[src/rtl/gpio_pkg.sv]
package gpio_pkg;
    localparam int unsigned PORT_W   = 8;
    localparam int unsigned NUM_REGS = 4;
    localparam int unsigned ADDR_W   = $clog2(NUM_REGS);

    typedef logic [PORT_W-1:0] port_t;

    typedef enum logic [ADDR_W-1:0] {
        SEL_DATA = 2'd0,
        SEL_PULL = 2'd1,
        SEL_SLEW = 2'd2,
        SEL_DIR  = 2'd3
    } reg_sel_e;

    typedef struct packed {
        port_t latch;
        port_t pull_req;
        port_t slew_req;
        port_t dir;
    } ctrl_regs_t;

    typedef struct packed {
        port_t value;
        port_t oe;
        port_t pu;
        port_t slew;
    } pad_ctrl_t;

    localparam ctrl_regs_t CTRL_RESET = '{default: '0};

    // Per bit: the latched value where the pin drives, the sampled pin level elsewhere
    function automatic port_t data_view(port_t dir, port_t latch, port_t level);
        return (dir & latch) | (~dir & level);
    endfunction
endpackage

[src/rtl/gpio_sync.sv]
module gpio_sync #(
    parameter int unsigned W      = 8,
    parameter int unsigned STAGES = 2
) (
    input  logic         clk,
    input  logic         rst,
    input  logic [W-1:0] d_async,
    output logic [W-1:0] d_sync
);
    logic [W-1:0] chain [STAGES];

    genvar g;
    generate
        for (g = 0; g < STAGES; g++) begin : g_stage
            if (g == 0) begin : g_first
                always_ff @(posedge clk) begin
                    if (rst) chain[0] <= '0;
                    else     chain[0] <= d_async;
                end
            end else begin : g_next
                always_ff @(posedge clk) begin
                    if (rst) chain[g] <= '0;
                    else     chain[g] <= chain[g-1];
                end
            end
        end
    endgenerate

    assign d_sync = chain[STAGES-1];

    generate
        if (STAGES == 2) begin : g_chk
            // the sampled level lags the pad by exactly two edges
            p_sync_latency_r5: assert property (@(posedge clk) disable iff (rst)
                (!$past(rst) && !$past(rst, 2)) |-> (d_sync == $past(d_async, 2)));
        end
    endgenerate
endmodule

[src/rtl/gpio_regs.sv]
module gpio_regs
    import gpio_pkg::*;
(
    input  logic              clk,
    input  logic              rst,
    input  logic [ADDR_W-1:0] wr_sel,
    input  logic              wr_en,
    input  port_t             wr_data,
    output ctrl_regs_t        regs
);
    ctrl_regs_t regs_q;

    always_ff @(posedge clk) begin
        if (rst) begin
            regs_q <= CTRL_RESET;
        end else if (wr_en) begin
            unique case (reg_sel_e'(wr_sel))
                SEL_DATA: regs_q.latch    <= wr_data;
                SEL_PULL: regs_q.pull_req <= wr_data;
                SEL_SLEW: regs_q.slew_req <= wr_data;
                SEL_DIR:  regs_q.dir      <= wr_data;
                default:  regs_q          <= regs_q;
            endcase
        end
    end

    assign regs = regs_q;

    // a data write stores all bits regardless of direction
    p_data_write_r3: assert property (@(posedge clk) disable iff (rst)
        (wr_en && wr_sel == SEL_DATA) |=> (regs_q.latch == $past(wr_data)));
    // a direction write stores exactly the written value
    p_dir_write_r8: assert property (@(posedge clk) disable iff (rst)
        (wr_en && wr_sel == SEL_DIR) |=> (regs_q.dir == $past(wr_data)));
    // no strobe, no register change
    p_hold_r10: assert property (@(posedge clk) disable iff (rst)
        !wr_en |=> $stable(regs_q));
endmodule

[src/rtl/gpio_padctl.sv]
module gpio_padctl
    import gpio_pkg::*;
(
    input  logic       clk,
    input  logic       rst,
    input  ctrl_regs_t regs,
    output pad_ctrl_t  pads
);
    genvar n;
    generate
        for (n = 0; n < PORT_W; n++) begin : g_pin
            always_comb begin
                pads.value[n] = regs.latch[n];
                pads.oe[n]    = regs.dir[n];
                pads.pu[n]    = regs.pull_req[n] & ~regs.dir[n];
                pads.slew[n]  = regs.slew_req[n] &  regs.dir[n];
            end
        end
    endgenerate

    // pull-up never on a driving pin
    p_pu_excl_r6: assert property (@(posedge clk) disable iff (rst)
        (pads.pu & pads.oe) == '0);
    // slew control never on an input pin
    p_slew_excl_r7: assert property (@(posedge clk) disable iff (rst)
        (pads.slew & ~pads.oe) == '0);
endmodule

[src/rtl/gpio_port.sv]
module gpio_port
    import gpio_pkg::*;
#(
    parameter int unsigned SYNC_STAGES = 2
) (
    input  logic              clk,
    input  logic              rst,
    input  logic [ADDR_W-1:0] bus_addr,
    input  logic              bus_wr,
    input  logic [PORT_W-1:0] bus_wdata,
    output logic [PORT_W-1:0] bus_rdata,
    input  logic [PORT_W-1:0] pad_in,
    output logic [PORT_W-1:0] pad_out,
    output logic [PORT_W-1:0] pad_oe,
    output logic [PORT_W-1:0] pad_pu,
    output logic [PORT_W-1:0] pad_slew
);
    ctrl_regs_t regs;
    pad_ctrl_t  pads;
    port_t      level_sync;

    gpio_sync #(.W(PORT_W), .STAGES(SYNC_STAGES)) u_sync (
        .clk     (clk),
        .rst     (rst),
        .d_async (pad_in),
        .d_sync  (level_sync)
    );

    gpio_regs u_regs (
        .clk     (clk),
        .rst     (rst),
        .wr_sel  (bus_addr),
        .wr_en   (bus_wr),
        .wr_data (bus_wdata),
        .regs    (regs)
    );

    gpio_padctl u_padctl (
        .clk  (clk),
        .rst  (rst),
        .regs (regs),
        .pads (pads)
    );

    always_comb begin
        unique case (reg_sel_e'(bus_addr))
            SEL_DATA: bus_rdata = data_view(regs.dir, regs.latch, level_sync);
            SEL_PULL: bus_rdata = regs.pull_req;
            SEL_SLEW: bus_rdata = regs.slew_req;
            SEL_DIR:  bus_rdata = regs.dir;
            default:  bus_rdata = '0;
        endcase
    end

    assign pad_out  = pads.value;
    assign pad_oe   = pads.oe;
    assign pad_pu   = pads.pu;
    assign pad_slew = pads.slew;

    // output enable follows the direction register as read over the bus
    p_oe_dir_r2: assert property (@(posedge clk) disable iff (rst)
        (bus_addr == SEL_DIR) |-> (bus_rdata == pad_oe));
    // on output bits a data read returns the driven latch value
    p_rd_out_r4: assert property (@(posedge clk) disable iff (rst)
        (bus_addr == SEL_DATA) |-> ((bus_rdata & pad_oe) == (pad_out & pad_oe)));
endmodule

[config.mk]
export PLATFORM = sky130hd
export DESIGN_NAME = gpio_port
export DESIGN_NICKNAME = d
export VERILOG_FILES = /design/src/rtl/gpio_pkg.sv /design/src/rtl/gpio_sync.sv /design/src/rtl/gpio_regs.sv /design/src/rtl/gpio_padctl.sv /design/src/rtl/gpio_port.sv
export SDC_FILE = /design/constraint.sdc
export NUM_CORES = 1
export LEC_CHECK = 0
export ABC_AREA = 1
export BUFFER_PORTS_ARGS = -buffer_cell sky130_fd_sc_hd__buf_2
export CAP_MARGIN = 20
export CORE_ASPECT_RATIO = 2
export CORE_UTILIZATION = 55
export DETAILED_ROUTE_END_ITERATION = 16
export PLACE_DENSITY = 0.92
export SYNTH_ARGS = -nofsm -noshare
export SYNTH_HDL_FRONTEND = slang
export SYNTH_SLANG_ARGS = --single-unit
[constraint.sdc]
create_clock -name clk -period 2.29 [get_ports clk]
set_input_delay 0.458 -clock clk [delete_from_list [all_inputs] [get_ports clk]]
set_output_delay 0.458 -clock clk [all_outputs]
set_load 0.005 [all_outputs]
# After elaboration in Yosys (flattened, before gate mapping)

Memory sizes are Yosys's and may differ from the RTL's.
Index checks and enable logic that the tools add are counted.

Flip-flop bits (word level): 32
Bits in writable memories: 16
Input port bits: 21
Output and inout bits: 40
Logic and storage cells: 49
Memories: 1

Eq/ne operators: 3
Muxes and demuxes: 6
Bitwise logic cells: 30
Reductions and logical operators: 5

Memory list:

| memory       | words | bits a word | read ports | clocked after memory_dff | wr ports | line            | source |
|---|---|---|---|---|---|---|---|
| u_sync.chain | 2     | 8           | 2          | 0                        | 2        | gpio_sync.sv:10 | `logic [W-1:0] chain [STAGES];` |

Operator list:

| kind                                                                  | count |
|---|---|
| 8-bit case mux with 4 select lines                                    | 1 |
| 1-bit bitwise AND                                                     | 16 |
| 8-bit bitwise AND                                                     | 2 |
| 8-bit 2-to-1 mux                                                      | 2 |
| 1-bit inverter                                                        | 8 |
| 8-bit inverter                                                        | 1 |
| 8-bit bitwise OR                                                      | 1 |
| 2-bit AND reduction                                                   | 4 |
| 2-bit equality test, second input constant                            | 2 |
| 1-bit 2-to-1 mux                                                      | 3 |
| 2-bit by 1-bit equality test with 1-bit output, second input constant | 1 |
| 2-bit logical NOT                                                     | 1 |
| 1-bit bitwise OR                                                      | 2 |

# Longest topological paths before layout

Gate-level depths: netlist of the first run.

Depth in word-level cells: 4
Gate-level depth with buffers: 6
Gate-level depth less buffers: 5

# Cells and area by module

From an unflattened synthesis of the first run, not the netlist that was laid out.

Cell total of the unflattened synthesis: 393
Area, all modules: 2606.2 sq um

Modules (own cells, without submodules):

| module      | instances | cells an instance | area each (sq um) | seq. area each (sq um) |
|---|---|---|---|---|
| gpio_regs   | 1         | 208               | 1426.4            | 640.6 |
| gpio_sync   | 1         | 50                | 474.2             | 320.3 |
| gpio_port   | 1         | 87                | 465.4             | 0.0 |
| gpio_padctl | 1         | 48                | 240.2             | 0.0 |

# Worst setup path before layout of the first run

No wires, ideal clock.

Kind: in2out
Start: input bus_addr[1]
End: output bus_rdata[0]
Data arrival time: 1.140 ns
Required time: 1.832 ns
Path slack: 0.692 ns
Cell stages on the path: 5
Path buffers: 2
Path through: buf_4 -> nor2_2 -> buf_2 -> o211ai_1 -> nand2_1

Cells in the longest elaborated chain, start to end: 2

Ends and longest elaborated chain:

| item                                              | line            | source |
|---|---|---|
| from (decl)                                       | gpio_port.sv:8  | `input logic [ADDR_W-1:0] bus_addr,` |
| 2-bit equality test, or another cell as far along | gpio_port.sv:46 | `unique case (reg_sel_e'(bus_addr))` |
| 8-bit case mux with 4 select lines (*)            | gpio_port.sv:46 |  |
| to (decl)                                         | gpio_port.sv:11 | `output logic [PORT_W-1:0] bus_rdata,` |

Mark *: on every way between the ends. The rest lies on a longest branch, timed or not.

# Worst setup path after layout of the first run

Same ends and word-level chain as after synthesis.

==> results of run 1 <==
-- state kept, by name, indices dropped and copies added, names as in the netlist --
register and count:
u_regs.regs 32, u_sync.chain 16
-- final timing paths --
check | from | end | slack [ps] | depth (start not counted)
worst max register to register | u_regs.regs[3] | u_regs.regs[3] | 1440 | 4
worst max-delay path | bus_addr[1] | bus_rdata[0] | 420 | 7
worst min-delay path | pad_in[0] | u_sync.chain[0][0] | 350 | 3
worst min register to register | u_sync.chain[0][4] | u_sync.chain[1][4] | 410 | 2
-- area by class of cell --
type / count / area, um^2
inverters: 67 / 251
flip-flops and latches: 48 / 961
clock inverters: 3 / 23.8
well taps: 52 / 65.1
multi-input cells: 229 / 946
clock buffers: 5 / 68.8
repair buffers: 66 / 345
fillers: 371 / 1430
-- synthesized netlist by cell type --
| library cell | instances |
|---|---|
| a21oi_1 | 8 |
| buf_1 | 1 |
| buf_2 | 6 |
| buf_4 | 19 |
| buf_6 | 1 |
| clkbuf_1 | 4 |
| dfxtp_1 | 48 |
| inv_1 | 66 |
| inv_2 | 1 |
| nand2_1 | 89 |
| nand3_1 | 25 |
| nand3_2 | 2 |
| nor2_1 | 96 |
| nor2_2 | 1 |
| o211ai_1 | 8 |
-- through the flow --
step                      setup WS [ps]  util (%)  cells  cell area [um^2]  total power [W]
after floorplan                     692         -    375              2360          0.00108
after global placement              459      62.8    462              2570          0.00114
after detailed placement            436      62.8    462              2570          0.00115
after CTS                           425      65.1    470              2660          0.00166
after global routing                337      65.1    470              2660          0.00172
final                               422      65.1    470              2660          0.00164
-- metal layers --
| layer | vias to the layer above | track usage, % |
|---|---|---|
| met5 | - | 0 |
| met2 | 69 | 46.0 |
| met4 | 0 | 13.7 |
| li1 | 1167 | - |
| met3 | 19 | 4.35 |
| met1 | 1039 | 23.4 |
-- worst max-delay path, delay by kind of cell --
family                 cells  cell delay, ps
AND/OR/NAND/NOR            2             180
AO/OA/AOI/OAI              1             110
buffers and inverters      4             650
-- cells by family after synthesis --
family                 after synthesis  share of synthesized area, %
AND/OR/NAND/NOR                    213                          35.8
buffers and inverters               98                          19.2
flip-flops                          48                          40.7
AO/OA/AOI/OAI                       16                          4.24
-- layout by cell type (no fill, tap or decap) --
cell	count
a21oi_1	8
nor2_1	96
inv_2	1
nand3_1	25
dfxtp_1	48
o211ai_1	8
nand3_2	2
clkbuf_8	5
nand2_1	89
nor2_2	1
clkinv_4	1
buf_2	60
clkinvlp_4	2
buf_4	6
inv_1	66
-- power breakdown --
part	internal [W]	leakage [nW]	switching [W]
clock	0.000216	0.0404	0.000296
combinational	0.0000867	1.16	0.000135
sequential	0.000877	0.394	0.0000312
==> Implementation_results.wiki, run 1 <==
{| class="wikitable"
! Metric !! Value
|-
| Main area contributors after synthesis || dfxtp_1 41%, nor2_1 15%, nand2_1 14%
|-
| Final Critical Period || 1870 ps
|-
| PostCTS Resize Cnt || 0
|-
| Number of antenna violations at the first check in global routing || 0
|-
| Number of violations reported at the end of detailed-routing iteration 0 || 76
|-
| Detail-routed via count per cell || approximately 4.9
|-
| Crit path kind || input pin to output port
|-
| RSZ-0062 raised after global routing || false
|-
| CP arrival || 1410 ps
|-
| Hold WC Path Type || input pin to register
|-
| Number of synthesis warnings || 0
|-
| DRC violations left || 0
|-
| Num Clock Sinks || 48
|-
| Antenna-violating nets left || 0
|-
| TritonCTS clock tree || done
|-
| Overall die area || 4570 um^2
|-
| Count of buffers added by post-CTS timing repair for setup || 0
|-
| Setup violators final || 0
|-
| Number of antenna cells inserted || 0
|-
| Number of vias after detailed routing || approximately 2,300
|-
| Maximum count of clock buffers along a single path || 2
|-
| Flop and latch count out of synthesis || 48
|-
| Placeable Area || 4090 um^2
|-
| Overall routed net length || 5200 um
|-
| Area fraction of the dominant cell type after synthesis || 40.7%
|-
| Global-route wire length before repair || 8390 um
|-
| Die boundary width || 48.3 um
|-
| Kind of end point of the critical path || output port
|-
| Library cell occupying the most area in the post-synthesis netlist || dfxtp_1
|-
| CTS clock-pin slew for the worst setup and hold paths || 90 ps
|-
| Maximum number of pins on one net before global-route repair || 22
|-
| Power density over the cells || 617 nW/um^2
|-
| Y dimension of the die || 94.7 um
|-
| Starting density of the core || ~58%
|-
| Number of placement rows || 33
|-
| NumNets Final || 438
|-
| Worst hold-check slack || 345 ps
|-
| Max-cap violation count || 0
|-
| Worst stage delay on the critical path || between 150 and 200 ps
|-
| Netlist area before placement || 2360 um^2
|-
| I/O pins || 61
|-
| Data required, critical path || 1830 ps
|-
| Synth-to-layout area growth || 12.7%
|-
| Gpl congestion || between 0.8 and 0.9
|-
| Clock Latency Late Sink || 300 ps
|-
| Worst IR drop on VDD || 0.604 mV
|-
| Total met3 wirelength after detailed routing || 257 um
|-
| Clock skew after layout || 0.587 ps
|-
| Gr ovfl total || 0
|-
| Port buffer count || 60
|-
| # hold bufs at CTS || 0
|-
| Endpoints failing hold || 0
|-
| Overall routing resource usage || 23.9%
|-
| Final worst-path cycle share || approximately 80%
|-
| Share of synthesized area occupied by flip-flops and latches || 40.7%
|-
| Ratio of cells with drive above 1 in the final layout || a little under a fifth
|-
| Number of clock buffers inserted by TritonCTS || 5
|-
| Highest net fanout along the worst path || 12
|-
| Post-detailed-placement half-perimeter wirelength || 3760 um
|-
| Drt first pass iters || 4
|-
| Routed wl met2 || 2810 um
|-
| Accumulated negative setup slack || 0 ps
|-
| List of cells traversed by the critical path || buf_2, buf_4, nor2_2, buf_4, o211ai_1, nand2_1, buf_2
|-
| Slew at the pin with the worst max-slew slack || 687 ps
|-
| Mean area per synthesized cell || 6.30 um^2
|-
| LEAKAGE || 1.59 nW
|-
| Maximum achievable frequency || 0.535 GHz
|-
| Clock root buffer || clkbuf_8
|-
| Highest metal used || met4
|-
| Number of slew-limit violations in the final report || 0
|-
| Critical Path Source Type || input pin
|-
| Via count of the first global-routing pass || 1,960
|-
| Count of distinct cell types in the synthesized netlist || 15
|-
| Gate Count Post-Synth || 375
|-
| Sum of routed wire segments on met1 || 1970 um
|-
| Outcome || complete, no violations
|-
| Max H-tree Level || 2
|-
| Final routed wire length divided by cell count || between 10 and 15 um
|-
| Synthesized Nets || 396
|-
| Worst path slowest cell || buf_4
|-
| Max-slew headroom at the worst pin || between 50% and 60%
|}
Power figures use the tool's default switching activity.
==> run 2, diff against run 1 <==
- CORE_UTILIZATION: 55 -> 47
- PLACE_DENSITY: 0.92 -> 0.84
- clock period: 2.29 -> 1.5 ns (I/O delays scaled with it)
==> Implementation_results.wiki, run 2 (synthesis results as in run 1) <==
{| class="wikitable"
! Metric !! Value
|-
| Outcome || complete, no violations
|-
| Internal power || 0.00197 W (+67%)
|-
| Final worst-path cycle share || about 94%
|-
| DRC violations left || 0 (unchanged)
|-
| Number of antenna cells inserted || 0 (unchanged)
|-
| Share of power burned in the clock network || 34.6% (+3.4 points)
|-
| Port buffer count || 60 (unchanged)
|-
| Data required, critical path || 1200 ps (-630 ps)
|-
| Drt first pass iters || 4 (unchanged)
|-
| Clock skew after layout || 8.66 ps (+8.08 ps)
|-
| Number of slew-limit violations in the final report || 0 (unchanged)
|-
| Worst IR drop on VDD || 0.828 mV (+37%)
|-
| Number of cells on the worst reg-to-reg path || 4 (unchanged)
|-
| Gate power share || 13.1% (-0.4 points)
|-
| Flip-flop count of the largest register after layout || 32 (unchanged)
|-
| Number of clock buffers inserted by TritonCTS || 5 (unchanged)
|-
| Number of vias after detailed routing || 2,229 (-2.8%)
|-
| Final routed wire length divided by cell count || 11.0 um (-0.31%)
|-
| Starting density of the core || 48.5% (-9.2 points)
|-
| Critical Path Source Type || register
|-
| Reg2reg setup slack || 730 ps (-710 ps)
|-
| Max-cap violation count || 0 (unchanged)
|-
| # hold bufs at CTS || 0 (unchanged)
|-
| Number of antenna violations at the first check in global routing || 0 (unchanged)
|-
| Placed insts || 469 (+1.5%)
|-
| Max-slew headroom at the worst pin || 76.7% (+23 points)
|-
| Count of buffers added by post-CTS timing repair for setup || 0 (unchanged)
|-
| Via count of the first global-routing pass || 1,977 (+0.87%)
|-
| Hold WC Path Type || input pin to register
|-
| Commonest cells after routing, fill and taps aside || 96 x nor2_1, 88 x nand2_1, 66 x inv_1
|-
| Most common cell after layout, fill and taps aside || nor2_1
|-
| Final Critical Period || 1410 ps
|-
| Gpl congestion || 0.827 (-5.3%)
|-
| Critical R2R Launch || u_regs.regs[5]
|-
| Net switching power figure || 0.000678 W (+47%)
|-
| Overall die area || 5330 um^2 (+16%)
|-
| Kind of end point of the critical path || output port
|-
| Maximum number of pins on one net before global-route repair || 33 (+50%)
|-
| Clock Latency Late Sink || 300 ps (about the same)
|-
| Accumulated negative setup slack || 0 ps (unchanged)
|-
| Gr ovfl total || 0 (unchanged)
|-
| Critical path destination || bus_rdata[5]
|-
| Maximum count of clock buffers along a single path || 2 (unchanged)
|-
| Antenna-violating nets left || 0 (unchanged)
|-
| Placeable Area || 4860 um^2 (+19%)
|-
| Num Clock Sinks || 48 (unchanged)
|-
| TritonCTS clock tree || done
|-
| I/O pins || 61 (unchanged)
|-
| CP arrival || 1110 ps (-300 ps)
|-
| LEAKAGE || 1.62 nW (+1.9%)
|-
| Clock root buffer || clkbuf_8
|-
| Overall routed net length || 5270 um (+1.2%)
|-
| CTS clock-pin slew for the worst setup and hold paths || 90 ps (about the same)
|-
| Maximum achievable frequency || around 0.71 GHz
|-
| RSZ-0062 raised after global routing || false
|-
| Endpoints failing hold || 0 (unchanged)
|-
| Sequential group share of total power || 52.3% (-3.0 points)
|-
| PostCTS Resize Cnt || 0 (unchanged)
|-
| Critical path launch point || u_regs.regs[5]
|-
| Worst Slack Setup Final || 85.0 ps (-337 ps)
|-
| Overall routing resource usage || 21.7% (-2.2 points)
|-
| Setup violators final || 0 (unchanged)
|-
| Y dimension of the die || 102 um (+8.0%)
|-
| Detail-routed via count per cell || 4.67 (-4.3%)
|-
| Slew at the pin with the worst max-slew slack || 349 ps (-338 ps)
|-
| Global-route wire length before repair || 8560 um (+2.0%)
|-
| Total power draw || 0.00265 W (+62%)
|-
| Die boundary width || 52.1 um (+7.8%)
|-
| Post-Place Setup Slack || 32.4 ps (-403 ps)
|-
| Synth-to-layout area growth || 15.3%
|-
| Ratio of cells with drive above 1 in the final layout || 20.7% (+2.1 points)
|-
| Power density over the cells || 975 nW/um^2 (+58%)
|-
| Max H-tree Level || 2 (unchanged)
|-
| Reg2reg end || u_regs.regs[5]
|-
| Crit path kind || register to output port
|-
| Switch share || 25.6% (-2.6 points)
|-
| Post-detailed-placement half-perimeter wirelength || 3860 um (+2.4%)
|-
| Highest net fanout along the worst path || 7 (-5)
|-
| Number of violations reported at the end of detailed-routing iteration 0 || 38 (-50%)
|-
| NumNets Final || 440 (+0.46%)
|-
| Utilization after layout || 55.9% (-9.2 points)
|-
| Number of placement rows || 36 (+9.1%)
|-
| Post-route insts no fill || 477 (+1.5%)
|}
==> run 2: cell types whose count changed in the layout (fill, tap and decap cells not counted), sizes merged <==
cell / delta
buf: +2
bufinv: +1
clkbuf: +1
clkinvlp: -2
==> run 2: critical path, cell delays in order, from the launching register on <==
cell,delay [ps]
dfxtp_1,450
nand3_1,100
nand2_1,80
nor2_1,40
nand2_1,50
buf_2,100
==> run 2: worst min path at each step <==
stage / from / to / slack [ps] / cells past startpoint
finish: pad_in[7] / u_sync.chain[0][7] / 200 / 3
global route: pad_in[0] / u_sync.chain[0][0] / 190 / 3
CTS: pad_in[7] / u_sync.chain[0][7] / 190 / 3
detailed placement: u_sync.chain[0][7] / u_sync.chain[1][7] / 400 / 2
global placement: u_sync.chain[0][1] / u_sync.chain[1][1] / 390 / 2
floorplan: u_sync.chain[0][0] / u_sync.chain[1][0] / 390 / 2
==> run 2: per-layer routing <==
metal	GRT usage [%]	part of all wire [%]	vias to the layer above	wire, um
li1	-	-	1173	-
met1	23.1	38	980	2020
met2	39.6	54	67	2850
met3	3.57	4.9	9	258
met4	10.4	2.6	0	136
met5	0	0	-	0
==> run 2: power by group through the flow <==
stage / Clock, W / Sequential, W / Combinational, W
global route: 0.000986 / 0.00140 / 0.000400
global placement: 0 / 0.00141 / 0.000337
detailed placement: 0 / 0.00141 / 0.000348
floorplan: 0 / 0.00140 / 0.000244
finish: 0.000918 / 0.00139 / 0.000348
CTS: 0.000938 / 0.00138 / 0.000349
==> run 2: cell type report <==
type                            instances  area, um^2
Clock buffer                            6        72.6
Sequential cell                        48         970
Inverter                               67         251
Multi-Input combinational cell        229         948
Tap cell                               57        71.3
Fill cell                             495        2140
Timing Repair Buffer                   68         373
Clock inverter                          2        35.0
==> run 2: stage by stage <==
stage	cell area, um^2	hold WS [ps]
finish	2720	198
global route	2720	193
CTS	2710	190
detailed placement	2600	397
global placement	2600	390
floorplan	2360	388
==> run 3, diff against run 2 <==
- MAX_ROUTING_LAYER: not set -> met4
==> Implementation_results.wiki, run 3 (synthesis results as in run 1) <==
{| class="wikitable"
! Metric !! Value
|-
| Reg2reg setup slack || 740 ps (about the same)
|-
| Number of placement rows || 36 (unchanged)
|-
| Multi-input gate area in the final layout || 948 um^2 (unchanged)
|-
| DRC violations left || 0 (unchanged)
|-
| Max-cap violation count || 0 (unchanged)
|-
| Number of antenna cells inserted || 0 (unchanged)
|-
| Synth-to-layout area growth || 15.3% (unchanged)
|-
| Die boundary width || 52.1 um (unchanged)
|-
| Post-detailed-placement half-perimeter wirelength || 3860 um (unchanged)
|-
| NumNets Final || 440 (unchanged)
|-
| Global-route wire length before repair || 8540 um (-0.25%)
|-
| Number of antenna violations at the first check in global routing || 0 (unchanged)
|-
| Crit path kind || register to output port
|-
| Maximum achievable frequency || 0.708 GHz (+0.12%)
|-
| Maximum count of clock buffers along a single path || 2 (unchanged)
|-
| Ratio of cells with drive above 1 in the final layout || 20.7% (unchanged)
|-
| Flip-flop count of the largest register after layout || 32 (unchanged)
|-
| Number of vias after detailed routing || 2,203 (-1.2%)
|-
| Number of clock buffers inserted by TritonCTS || 5 (unchanged)
|-
| Most common cell after layout, fill and taps aside || nor2_1
|-
| LEAKAGE || 1.62 nW (unchanged)
|-
| Y dimension of the die || 102 um (unchanged)
|-
| Data required, critical path || 1200 ps (about the same)
|-
| Highest net fanout along the worst path || 7 (unchanged)
|-
| Gr ovfl total || 0 (unchanged)
|-
| Overall die area || 5330 um^2 (unchanged)
|-
| Detail-routed via count per cell || 4.62 (-1.2%)
|-
| CTS clock-pin slew for the worst setup and hold paths || 90 ps (about the same)
|-
| Via count of the first global-routing pass || 1,970 (-0.35%)
|-
| Overall routing resource usage || 22.4% (+0.67 points)
|-
| I/O pins || 61 (unchanged)
|-
| RSZ-0062 raised after global routing || false
|-
| Setup violators final || 0 (unchanged)
|-
| Sequential Area || 970 um^2 (unchanged)
|-
| Worst IR drop on VDD || 0.827 mV (-0.19%)
|-
| Hold WC Path Type || input pin to register
|-
| CP arrival || 1110 ps (about the same)
|-
| Antenna-violating nets left || 0 (unchanged)
|-
| Slew at the pin with the worst max-slew slack || 350 ps (+0.697 ps)
|-
| Count of buffers added by post-CTS timing repair for setup || 0 (unchanged)
|-
| Clock skew after layout || 7.80 ps (-0.860 ps)
|-
| Critical Path Source Type || register
|-
| Clock Latency Late Sink || 300 ps (about the same)
|-
| Port buffer count || 60 (unchanged)
|-
| Accumulated negative setup slack || 0 ps (unchanged)
|-
| Endpoints failing hold || 0 (unchanged)
|-
| Drt first pass iters || 5 (+1)
|-
| Num Clock Sinks || 48 (unchanged)
|-
| Final worst-path cycle share || 94.2% (-0.12 points)
|-
| Placeable Area || 4860 um^2 (unchanged)
|-
| Power density over the cells || 974 nW/um^2 (-0.11%)
|-
| TritonCTS clock tree || done
|-
| Kind of end point of the critical path || output port
|-
| Outcome || complete, no violations
|-
| Final Critical Period || 1410 ps (-1.76 ps)
|-
| Maximum number of pins on one net before global-route repair || 33 (unchanged)
|-
| Commonest cells after routing, fill and taps aside || 96 x nor2_1, 88 x nand2_1, 66 x inv_1
|-
| Gpl congestion || 0.839 (+1.5%)
|-
| Overall routed net length || 5270 um (about the same)
|-
| Max H-tree Level || 2 (unchanged)
|-
| Number of fillers in the final layout || 495 (unchanged)
|-
| Number of slew-limit violations in the final report || 0 (unchanged)
|-
| Number of violations reported at the end of detailed-routing iteration 0 || 35 (-7.9%)
|-
| Final routed wire length divided by cell count || 11.0 um (about the same)
|-
| Total power draw || 0.00265 W (-0.11%)
|-
| # hold bufs at CTS || 0 (unchanged)
|-
| Starting density of the core || 48.5% (unchanged)
|-
| Clock root buffer || clkbuf_8
|-
| PostCTS Resize Cnt || 0 (unchanged)
|-
| Max-slew headroom at the worst pin || 76.6% (about the same)
|}
## run 3: area by class of cell
cell class / count / share of cell area, %
flip-flops and latches: 48 / 35.6
repair buffers: 68 / 13.7
clock inverters: 2 / 1.29
clock buffers: 6 / 2.67
well taps: 57 / 2.62
inverters: 67 / 9.24
multi-input cells: 229 / 34.9
## run 3: report_power, final
part / internal, W / switching (W)
registers: 0.00134 / 0.0000462
logic: 0.000139 / 0.000208
clock network: 0.000495 / 0.000421
total: 0.00197 / 0.000675
## run 3: critical path: stages (launching register included)
cell and delay, ps:
dfxtp_1 440, nand3_1 100, nand2_1 80, nor2_1 40, nand2_1 50, buf_2 100
## run 3: metal layers
metal	track usage, %	vias to the layer above	part of all wire (%)
li1	-	1169	-
met1	23.3	976	39
met2	39.5	49	55
met3	3.57	9	3.6
met4	10.4	0	2.5
met5	-	-	0
## run 3: path summary, 6_finish.rpt
| path | depth (start not counted) | startpoint | to |
|---|---|---|---|
| worst min-delay path | 3 | pad_in[7] | u_sync.chain[0][7] |
| worst min register to register | 2 | u_sync.chain[0][7] | u_sync.chain[1][7] |
| worst max register to register | 4 | u_regs.regs[5] | u_regs.regs[5] |
| worst max-delay path | 5 | u_regs.regs[5] | bus_rdata[5] |
## run 3: stage by stage
| stage | utilization (%) | hold slack (ps) | worst slack (ps) | std cells | cell area, um^2 |
|---|---|---|---|---|---|
| global route | 55.9 | 193 | 4.45 | 477 | 2720 |
| detailed placement | 53.5 | 397 | 32.4 | 469 | 2600 |
| floorplan | - | 388 | 218 | 375 | 2360 |
| global placement | 53.5 | 390 | 74.6 | 469 | 2600 |
| CTS | 55.7 | 190 | 23.0 | 477 | 2710 |
| finish | 55.9 | 198 | 86.8 | 477 | 2720 |
